--- src/rtl/phy_seq_pkg.sv ---
package phy_seq_pkg;

    typedef enum logic [2:0] {
        OP_PROBE   = 3'd0,
        OP_RESET   = 3'd1,
        OP_AUTONEG = 3'd2,
        OP_LINK    = 3'd3,
        OP_TYPE    = 3'd4,
        OP_ADVERT  = 3'd5,
        OP_LOOP    = 3'd6,
        OP_NONE    = 3'd7
    } op_e;

    typedef enum logic [4:0] {
        S_IDLE,
        S_PROBE_RD,
        S_RST_WR1,
        S_RST_WR2,
        S_AN_RD,
        S_AN_WR,
        S_AN_POLL,
        S_AN_WAIT,
        S_LINK_RD,
        S_TYPE_RD,
        S_ADV_RD,
        S_ADV_WR,
        S_LB_RD,
        S_LB_WR,
        S_LB_RD2,
        S_DONE
    } st_e;

    localparam int DW = 16;

    localparam logic [4:0] RG_CTRL = 5'd0;
    localparam logic [4:0] RG_STAT = 5'd1;
    localparam logic [4:0] RG_ID   = 5'd2;
    localparam logic [4:0] RG_ADV  = 5'd4;
    localparam logic [4:0] RG_DIAG = 5'h12;

    localparam logic [DW-1:0] CTRL_SOFT_RESET = 16'h8000;
    localparam logic [DW-1:0] CTRL_AN_BITS    = 16'h1200;
    localparam logic [DW-1:0] CTRL_BRINGUP    = 16'h1280;
    localparam logic [DW-1:0] CTRL_LOOP_BIT   = 16'h4000;

    localparam int STAT_AN_DONE = 5;
    localparam int STAT_LINK    = 2;
    localparam int DIAG_FULL    = 11;
    localparam int DIAG_FAST    = 10;

    localparam logic [7:0] NO_PHY = 8'hFF;

endpackage

--- src/rtl/phy_seq_wait.sv ---
module phy_seq_wait #(
    parameter int WAIT_CLKS = 1000
) (
    input  logic clk,
    input  logic rst_n,
    input  logic run,
    output logic expired
);
    localparam int CW = (WAIT_CLKS < 2) ? 1 : $clog2(WAIT_CLKS);
    localparam logic [CW-1:0] LOAD = CW'(WAIT_CLKS - 1);

    logic [CW-1:0] cnt;

    always_ff @(posedge clk) begin
        if (!rst_n) begin
            cnt <= LOAD;
        end else if (!run) begin
            cnt <= LOAD;
        end else if (cnt != '0) begin
            cnt <= cnt - 1'b1;
        end
    end

    assign expired = run && (cnt == '0);
endmodule

--- src/rtl/phy_seq_modify.sv ---
module phy_seq_modify
    import phy_seq_pkg::*;
(
    input  logic [DW-1:0] rd_val,
    input  logic          want_fast,
    input  logic          want_full,
    input  logic          loop_on,
    output logic [DW-1:0] an_val,
    output logic [DW-1:0] adv_val,
    output logic [DW-1:0] lb_val
);
    localparam logic [DW-1:0] ABIL_ALL  = 16'h01E0;
    localparam logic [DW-1:0] ABIL_FAST = 16'h0180;
    localparam logic [DW-1:0] ABIL_FULL = 16'h0140;

    always_comb begin
        an_val  = rd_val | CTRL_AN_BITS;
        adv_val = rd_val | ABIL_ALL;
        if (!want_fast) adv_val = adv_val & ~ABIL_FAST;
        if (!want_full) adv_val = adv_val & ~ABIL_FULL;
        lb_val  = loop_on ? (rd_val | CTRL_LOOP_BIT) : (rd_val ^ CTRL_LOOP_BIT);
    end
endmodule

--- src/rtl/phy_seq.sv ---
module phy_seq
    import phy_seq_pkg::*;
#(
    parameter int ADDR_MIN   = 0,
    parameter int ADDR_MAX   = 31,
    parameter int WAIT_CLKS  = 1000,
    parameter int POLL_LIMIT = 16
) (
    input  logic        clk,
    input  logic        rst_n,
    input  logic        cmd_valid,
    input  logic [2:0]  cmd_op,
    input  logic        arg_fast,
    input  logic        arg_full,
    input  logic        arg_loop,
    output logic        busy,
    output logic        done,
    output logic        mdio_req,
    output logic        mdio_wr,
    output logic [4:0]  mdio_phy,
    output logic [4:0]  mdio_reg,
    output logic [15:0] mdio_wdata,
    input  logic        mdio_ack,
    input  logic [15:0] mdio_rdata,
    output logic [7:0]  phy_addr,
    output logic        phy_found,
    output logic        link_up,
    output logic        link_full,
    output logic        link_fast,
    output logic [15:0] result_word,
    output logic        an_timeout
);
    localparam int PW = (POLL_LIMIT < 2) ? 1 : $clog2(POLL_LIMIT + 1);
    localparam logic [PW-1:0] POLL_LAST = PW'((POLL_LIMIT > 0) ? POLL_LIMIT - 1 : 0);
    localparam logic [4:0] A_LO = 5'(ADDR_MIN);
    localparam logic [4:0] A_HI = 5'(ADDR_MAX);

    st_e           state;
    logic [4:0]    cur_addr;
    logic [PW-1:0] polls;
    logic [DW-1:0] rd_hold;
    logic          a_fast, a_full, a_loop;
    logic          wait_done;
    logic          id_ok;
    logic [DW-1:0] an_val, adv_val, lb_val;

    phy_seq_wait #(.WAIT_CLKS(WAIT_CLKS)) u_wait (
        .clk     (clk),
        .rst_n   (rst_n),
        .run     (state == S_AN_WAIT),
        .expired (wait_done)
    );

    phy_seq_modify u_mod (
        .rd_val    (rd_hold),
        .want_fast (a_fast),
        .want_full (a_full),
        .loop_on   (a_loop),
        .an_val    (an_val),
        .adv_val   (adv_val),
        .lb_val    (lb_val)
    );

    assign id_ok = (mdio_rdata != 16'h0000) && (mdio_rdata != 16'hFFFF);

    // state and result registers
    always_ff @(posedge clk) begin
        if (!rst_n) begin
            state       <= S_IDLE;
            cur_addr    <= A_LO;
            polls       <= '0;
            rd_hold     <= '0;
            a_fast      <= 1'b0;
            a_full      <= 1'b0;
            a_loop      <= 1'b0;
            phy_addr    <= NO_PHY;
            phy_found   <= 1'b0;
            link_up     <= 1'b0;
            link_full   <= 1'b0;
            link_fast   <= 1'b0;
            result_word <= '0;
            an_timeout  <= 1'b0;
        end else begin
            unique case (state)
                S_IDLE: begin
                    if (cmd_valid) begin
                        a_fast     <= arg_fast;
                        a_full     <= arg_full;
                        a_loop     <= arg_loop;
                        an_timeout <= 1'b0;
                        polls      <= '0;
                        unique case (op_e'(cmd_op))
                            OP_PROBE: begin
                                cur_addr  <= A_LO;
                                phy_found <= 1'b0;
                                state     <= S_PROBE_RD;
                            end
                            OP_RESET:   state <= S_RST_WR1;
                            OP_AUTONEG: state <= S_AN_RD;
                            OP_LINK:    state <= S_LINK_RD;
                            OP_TYPE:    state <= S_TYPE_RD;
                            OP_ADVERT:  state <= S_ADV_RD;
                            OP_LOOP:    state <= S_LB_RD;
                            OP_NONE:    state <= S_DONE;
                        endcase
                    end
                end
                S_PROBE_RD: if (mdio_ack) begin
                    if (id_ok) begin
                        phy_addr  <= {3'b000, cur_addr};
                        phy_found <= 1'b1;
                        state     <= S_DONE;
                    end else if (cur_addr == A_HI) begin
                        phy_addr  <= NO_PHY;
                        state     <= S_DONE;
                    end else begin
                        cur_addr  <= cur_addr + 1'b1;
                    end
                end
                S_RST_WR1: if (mdio_ack) state <= S_RST_WR2;
                S_RST_WR2: if (mdio_ack) state <= S_DONE;
                S_AN_RD: if (mdio_ack) begin
                    rd_hold <= mdio_rdata;
                    state   <= S_AN_WR;
                end
                S_AN_WR: if (mdio_ack) state <= S_AN_POLL;
                S_AN_POLL: if (mdio_ack) begin
                    result_word <= mdio_rdata;
                    if (mdio_rdata[STAT_AN_DONE]) begin
                        state <= S_DONE;
                    end else if ((POLL_LIMIT != 0) && (polls == POLL_LAST)) begin
                        an_timeout <= 1'b1;
                        state      <= S_DONE;
                    end else begin
                        polls <= polls + 1'b1;
                        state <= S_AN_WAIT;
                    end
                end
                S_AN_WAIT: if (wait_done) state <= S_AN_POLL;
                S_LINK_RD: if (mdio_ack) begin
                    link_up     <= mdio_rdata[STAT_LINK];
                    result_word <= mdio_rdata;
                    state       <= S_DONE;
                end
                S_TYPE_RD: if (mdio_ack) begin
                    link_full   <= mdio_rdata[DIAG_FULL];
                    link_fast   <= mdio_rdata[DIAG_FAST];
                    result_word <= mdio_rdata;
                    state       <= S_DONE;
                end
                S_ADV_RD: if (mdio_ack) begin
                    rd_hold <= mdio_rdata;
                    state   <= S_ADV_WR;
                end
                S_ADV_WR: if (mdio_ack) begin
                    result_word <= adv_val;
                    state       <= S_DONE;
                end
                S_LB_RD: if (mdio_ack) begin
                    rd_hold <= mdio_rdata;
                    state   <= S_LB_WR;
                end
                S_LB_WR: if (mdio_ack) state <= S_LB_RD2;
                S_LB_RD2: if (mdio_ack) begin
                    result_word <= mdio_rdata;
                    state       <= S_DONE;
                end
                S_DONE: state <= S_IDLE;
            endcase
        end
    end

    // request and handshake outputs
    always_comb begin
        mdio_req   = 1'b0;
        mdio_wr    = 1'b0;
        mdio_reg   = RG_CTRL;
        mdio_wdata = '0;
        mdio_phy   = (state == S_PROBE_RD) ? cur_addr : phy_addr[4:0];
        busy       = (state != S_IDLE);
        done       = (state == S_DONE);
        unique case (state)
            S_PROBE_RD: begin mdio_req = 1'b1; mdio_reg = RG_ID; end
            S_RST_WR1:  begin mdio_req = 1'b1; mdio_wr = 1'b1; mdio_wdata = CTRL_SOFT_RESET; end
            S_RST_WR2:  begin mdio_req = 1'b1; mdio_wr = 1'b1; mdio_wdata = CTRL_BRINGUP; end
            S_AN_RD:    begin mdio_req = 1'b1; end
            S_AN_WR:    begin mdio_req = 1'b1; mdio_wr = 1'b1; mdio_wdata = an_val; end
            S_AN_POLL:  begin mdio_req = 1'b1; mdio_reg = RG_STAT; end
            S_LINK_RD:  begin mdio_req = 1'b1; mdio_reg = RG_STAT; end
            S_TYPE_RD:  begin mdio_req = 1'b1; mdio_reg = RG_DIAG; end
            S_ADV_RD:   begin mdio_req = 1'b1; mdio_reg = RG_ADV; end
            S_ADV_WR:   begin mdio_req = 1'b1; mdio_wr = 1'b1; mdio_reg = RG_ADV; mdio_wdata = adv_val; end
            S_LB_RD:    begin mdio_req = 1'b1; end
            S_LB_WR:    begin mdio_req = 1'b1; mdio_wr = 1'b1; mdio_wdata = lb_val; end
            S_LB_RD2:   begin mdio_req = 1'b1; end
            S_IDLE, S_AN_WAIT, S_DONE: begin end
        endcase
    end
endmodule

--- config.mk ---
export PLATFORM = sky130hd
export DESIGN_NAME = phy_seq
export DESIGN_NICKNAME = d
export VERILOG_FILES = /design/src/rtl/phy_seq_pkg.sv /design/src/rtl/phy_seq_wait.sv /design/src/rtl/phy_seq_modify.sv /design/src/rtl/phy_seq.sv
export SDC_FILE = /design/constraint.sdc
export NUM_CORES = 1
export LEC_CHECK = 0
export BUFFER_PORTS_ARGS = -buffer_cell sky130_fd_sc_hd__buf_4
export CORE_UTILIZATION = 50
export CTS_CLUSTER_DIAMETER = 100
export DETAILED_ROUTE_END_ITERATION = 16
export GPL_TIMING_DRIVEN = 0
export PLACE_DENSITY = 0.86
export SYNTH_ARGS = -nofsm -noshare
export SYNTH_HDL_FRONTEND = slang
export SYNTH_SLANG_ARGS = --single-unit
--- constraint.sdc ---
create_clock -name clk -period 3.05 [get_ports clk]
set_clock_uncertainty 0.2 [all_clocks]
set_input_delay 0 -clock clk [delete_from_list [all_inputs] [get_ports clk]]
set_output_delay 0 -clock clk [all_outputs]
set_load 0.05 [all_outputs]
=== Yosys cells after proc, flatten, opt, wreduce, memory -nomap -nowiden ===
Cells that the tools add are included.

* Reduce and logical (&&, ||, !) cells: 31
* Bitwise operators: 1
* Eq/ne operators: 46
* Add/sub/neg operators: 3
* Muxes and demuxes: 51

{| class="wikitable"
|+ Operator list
! operator !! count
|-
| $mux W5 || 23
|-
| $pmux W16 S5 || 1
|-
| $pmux W5 S12 || 1
|-
| $eq A5 B4 Y1 const B || 9
|-
| $pmux W5 S8 || 1
|-
| $ne A2 B2 Y1 const B || 17
|-
| $mux W16 || 2
|-
| $pmux W16 S2 || 1
|-
| $eq A5 B3 Y1 const B || 4
|-
| $pmux W5 S2 || 2
|-
| $pmux W5 S4 || 1
|-
| $mux W9 || 2
|-
| $mux W8 || 2
|-
| $ne A16 B16 Y1 const B || 1
|-
| $reduce_bool A16 Y1 || 1
|-
| $mux W15 || 1
|-
| $reduce_and A5 Y1 || 3
|-
| $reduce_or A13 Y1 || 1
|-
| $eq A3 B3 Y1 const B || 4
|-
| $reduce_and A12 Y1 || 1
|-
| $add A5 B1 Y5 const B || 2
|-
| $eq A5 B2 Y1 const B || 2
|-
| $logic_not A10 Y1 || 1
|-
| $mux W1 || 10
|-
| other kinds (23) || 39
|}

* Logic and storage cells: 147
* Output and inout bits: 59
* Register bits: 73
* Input bits: 26

=== Longest topological paths before layout ===
* Word-level depth: 5
* Depth in mapped cells: 8

=== By module ===
From an unflattened synthesis, not the netlist that was laid out.

* Cell total of the unflattened synthesis: 488
* Area total of the unflattened synthesis: 4,095.2 µm²

{| class="wikitable"
|+ By module, submodules not included
! module !! sequential area each (µm²) !! cells each !! area an instance (µm²) !! instances
|-
| phy_seq || 1,201.2 || 385 || 3,236.9 || 1
|-
| phy_seq_wait || 200.2 || 54 || 496.7 || 1
|-
| phy_seq_modify || 0.0 || 49 || 361.6 || 1
|}

=== Least setup slack after synthesis ===
No wires, ideal clock.

* Path kind: register -> register
* Start: register state[3]
* End: register rd_hold[6]
* Data arrival time: 2.258 ns
* Cell stages (with the launch flop): 9
* Data required time: 2.722 ns
* Path slack: 0.464 ns
* Period minus slack after synthesis: 2.586 ns
* Path through: dfxtp_1 > buf_2 > and3b_1 > clkbuf_1 > nor2_1 > nor2_2 > buf_4 > mux2i_1 > nor2_1

* Longest elaborated chain between the ends: 3

{| class="wikitable"
|+ RTL lines
! element !! line !! RTL
|-
| start, declared || phy_seq.sv:38 || <nowiki>st_e state;</nowiki>
|-
| start signal, assigned || phy_seq.sv:69 || <nowiki>state <= S_IDLE;</nowiki>
|-
| start signal, assigned || phy_seq.sv:96 || <nowiki>state <= S_PROBE_RD;</nowiki>
|-
| start signal, assigned || phy_seq.sv:98 || <nowiki>OP_RESET: state <= S_RST_WR1;</nowiki>
|-
| $eq A5 B4 Y1 / $eq A5 B3 Y1 (equally long branches) || phy_seq.sv:84 || <nowiki>unique case (state)</nowiki>
|-
| $reduce_or A3 Y1 (no source line) (*) || -- ||
|-
| $reduce_and A2 Y1 (no source line) (*) || -- ||
|-
| end signal, assigned || phy_seq.sv:123 || <nowiki>rd_hold <= mdio_rdata;</nowiki>
|-
| end signal, assigned || phy_seq.sv:152 || <nowiki>rd_hold <= mdio_rdata;</nowiki>
|-
| end signal, assigned || phy_seq.sv:160 || <nowiki>rd_hold <= mdio_rdata;</nowiki>
|-
| end, declared || phy_seq.sv:41 || <nowiki>logic [DW-1:0] rd_hold;</nowiki>
|}

Every way passes the cells marked *; elsewhere a longest branch is shown, timed or not.
A chain may end at the register's enable or synchronous reset.

=== Worst setup path in the final report ===
* Start: register state[3]
* End: register phy_found

* Longest elaborated chain between the ends: 3

{| class="wikitable"
|+ RTL lines
! element !! line !! RTL
|-
| $eq A5 B1 Y1 / $logic_not A5 Y1 (equally long branches) || phy_seq.sv:84 ||
|-
| $ne A2 B2 Y1 (no source line), or another cell as far along || -- ||
|-
| $reduce_and A5 Y1 (no source line) || -- ||
|-
| end signal, assigned || phy_seq.sv:77 || <nowiki>phy_found <= 1'b0;</nowiki>
|-
| end signal, assigned || phy_seq.sv:95 || <nowiki>phy_found <= 1'b0;</nowiki>
|-
| end signal, assigned || phy_seq.sv:111 || <nowiki>phy_found <= 1'b1;</nowiki>
|-
| end, declared || phy_seq.sv:26 || <nowiki>output logic phy_found,</nowiki>
|}

Parallel ways exist; a longest one is shown, timed or not.

==> impl_metrics.json <==
{
  "synthCells": 452,
  "first_iter_violations": 273,
  "ioPinCount": 85,
  "numCtsBuffers": 9,
  "yosys.area.top_type": "dfxtp_1",
  "wirelength_mm": 10.7,
  "drive_above_1_share_pct": 20.2,
  "hold_violations": 0,
  "gp_congestion": 0.929,
  "hp-class": "input pin to register",
  "clk_pin_slew_worst_paths_ns": 0.08,
  "synthesis.nets": 484,
  "power_mw": 4.29,
  "yosysTopAreaCellShare_pct": 39.2,
  "first_pass_iters": 7,
  "final.period_utilization_pct": 92.5,
  "synthArstFlopShare_pct": 0,
  "max_stage_delay_ns": 0.61,
  "synth.distinct_cells": 57,
  "die_h_um": 86.6,
  "track_usage_pct": 28.9,
  "row_count": 30,
  "grt_pass1_wl_mm": 16.9,
  "wl_per_cell_um": 15.8,
  "post_cts_buffers": 0,
  "dp.final_hpwl_mm": 7.30,
  "core-area_mm2": 0.00683,
  "setup_viol": 0,
  "cts_tree": "built",
  "fmax_mhz": 354,
  "ys_top_cells_by_area": "dfxtp_1 39%, nand2_1 7.9%, mux2i_1 5.6%",
  "outcome": "finished, final reports clean",
  "startpoint_type": "register",
  "final_cell_mix": "86 x buf_4, 75 x nand2_1, 70 x dfxtp_1",
  "ant_nets": 0,
  "maxCapViolCount": 0,
  "clockRootBuffer": "clkbuf_8",
  "cp_top_family": "simple AND/OR/NAND/NOR gates",
  "setup_ws_ns": 0.229,
  "cp-end-kind": "register",
  "ir_worst_vdd_mv": 0.644,
  "netlist_area_mm2": 0.00357,
  "relSlewSlack_pct": 57.4,
  "post-route-drc-count": 0,
  "htreeDepth": 3,
  "fin_nets": 610,
  "final_common_cell": "buf_4",
  "synth_ff_type": "dfxtp_1",
  "critPathMaxFanout": 8,
  "avgSynthCellArea_um2": 7.91,
  "antenna_found_initial": 1,
  "die_w_um": 86.6,
  "clock_latency_ns": 0.35,
  "slew_violations": 0,
  "rsz0062_at_grt": "false",
  "p_per_area_mw_per_mm2": 878,
  "grt_pass1_vias": 3622,
  "synth_edf_count": 0,
  "p_leak_nw": 1.94,
  "area_delta_synth_final_pct": 36.8,
  "slowest_stage": "dlygate4sd3_1",
  "yosysSeqAreaShare_pct": 39.2,
  "die-area_mm2": 0.00749,
  "setup-tns-final_ns": 0,
  "cp_cell_sequence": "nor4_4, nand2_1, or4_1, dlygate4sd3_1, o211a_1",
  "yosys_warnings": 0,
  "dp_slack_ns": 0.513,
  "worst-path-buf-inv": 1,
  "clock-sinks": 70,
  "overflow": 0,
  "io_buffers": 82,
  "arrival_ns": 2.87,
  "start_util_pct": 52.3,
  "ys_seq_elements": 70,
  "worstMarginPinSlew_ns": 0.639,
  "num_vias": 3920,
  "grt_max_degree": 13,
  "period_needed_ns": 2.82,
  "clockBufferDepth": 2,
  "crit_required_ns": 3.09,
  "vias_per_cell": 5.76,
  "critPathKind": "register to register"
}
==> cell families (layout without fill, tap and decap cells) <==
| family | Yosys count | count (layout) | synth area share (%) |
|---|---|---|---|
| AOI/OAI and AO/OA | 84 | 84 | 15.2 |
| buffers and inverters | 44 | 175 | 5.25 |
| adders and majority gates | 6 | 6 | 2.10 |
| other | 1 | 2 | 0.105 |
| xor gates and xnor gates | 8 | 8 | 1.96 |
| DFF | 70 | 70 | 39.2 |
| muxes | 21 | 21 | 5.92 |
| and+or+nand+nor | 218 | 218 | 30.2 |
==> worst paths after layout <==
check                      from    endpoint  slack [ns]  cells after the start
setup / recovery       state[3]   phy_found        0.23                      5
setup reg to reg       state[3]   phy_found        0.23                      5
hold reg to reg       link_full   link_full        0.29                      2
hold / removal    mdio_rdata[0]  rd_hold[0]        0.28                      4
==> stage by stage <==
step                      instance area, µm²  hold WS [ns]  cells  utilization (%)
after floorplan                         3570       -0.0540    452                -
after global placement                  4310        0.0694    630             63.1
after detailed placement                4310        0.0775    630             63.1
after CTS                               4890         0.267    679             71.5
after global routing                    4890         0.288    680             71.6
final                                   4890         0.276    680             71.6
==> cell usage after synthesis, drive strengths merged (2+ instances only) <==
| library cell | number |
|---|---|
| nor3 | 4 |
| dfxtp | 70 |
| a21oi | 22 |
| nor4 | 8 |
| ha | 6 |
| o21a | 2 |
| or4 | 5 |
| xor2 | 2 |
| o211ai | 2 |
| inv | 13 |
| nand2b | 3 |
| o21ai | 22 |
| a21boi | 2 |
| nand4 | 8 |
| nand4b | 2 |
| a31oi | 5 |
| nand3b | 2 |
| buf | 10 |
| nor2b | 7 |
| and3 | 5 |
| a311oi | 16 |
| or3 | 5 |
| nand2 | 75 |
| xnor2 | 6 |
| a21o | 2 |
| nor2 | 52 |
| nand3 | 26 |
| mux2i | 20 |
| and3b | 2 |
| clkbuf | 21 |
| and2 | 10 |
| a22oi | 2 |
==> tightest hold or removal path: cells and delay by family <==
kind	cells	cell delay [ns]
muxes	1	0.06
and+or+nand+nor	1	0.07
buffers and inverters	2	0.66
==> power by group <==
group	total, mW	internal (mW)	switching (mW)
sequential	1.18	1.06	0.123
clock	0.940	0.564	0.376
combinational	2.17	0.679	1.49
==> flip-flops by register name, summed over array words and instances, names as in the netlist <==
register and flops:
an_timeout 1, a_loop 1, rd_hold 16, u_wait.cnt 10
a_fast 1, phy_found 1, state 4, link_full 1
cur_addr 5, phy_addr 6, a_full 1, link_up 1
polls 5, result_word 16, link_fast 1
==> per-layer routing <==
| metal | up-vias | share of wire, % | track usage (%) |
|---|---|---|---|
| li1 | 1843 | - | - |
| met1 | 1840 | 41 | 35.1 |
| met2 | 195 | 48 | 49.1 |
| met3 | 42 | 6.5 | 5.05 |
| met4 | 0 | 4.0 | 15.2 |
| met5 | - | 0 | 0 |
==> what timing repair did <==
item                      in CTS  in global routing
resized for setup              0                  0
hold buffers                  33                  0
hold endpoints to repair      50                  0
==> cell type report <==
type / instances / area (µm²)
Multi-Input combinational cell: 338 / 1990
Fill cell: 528 / 1940
Sequential cell: 70 / 1400
Timing Repair Buffer: 115 / 946
Buffer: 31 / 139
Clock buffer: 10 / 138
Tap cell: 96 / 120
Clock inverter: 6 / 109
Inverter: 13 / 48.8
Antenna cell: 1 / 2.50
(Power assumes the default switching activity.)
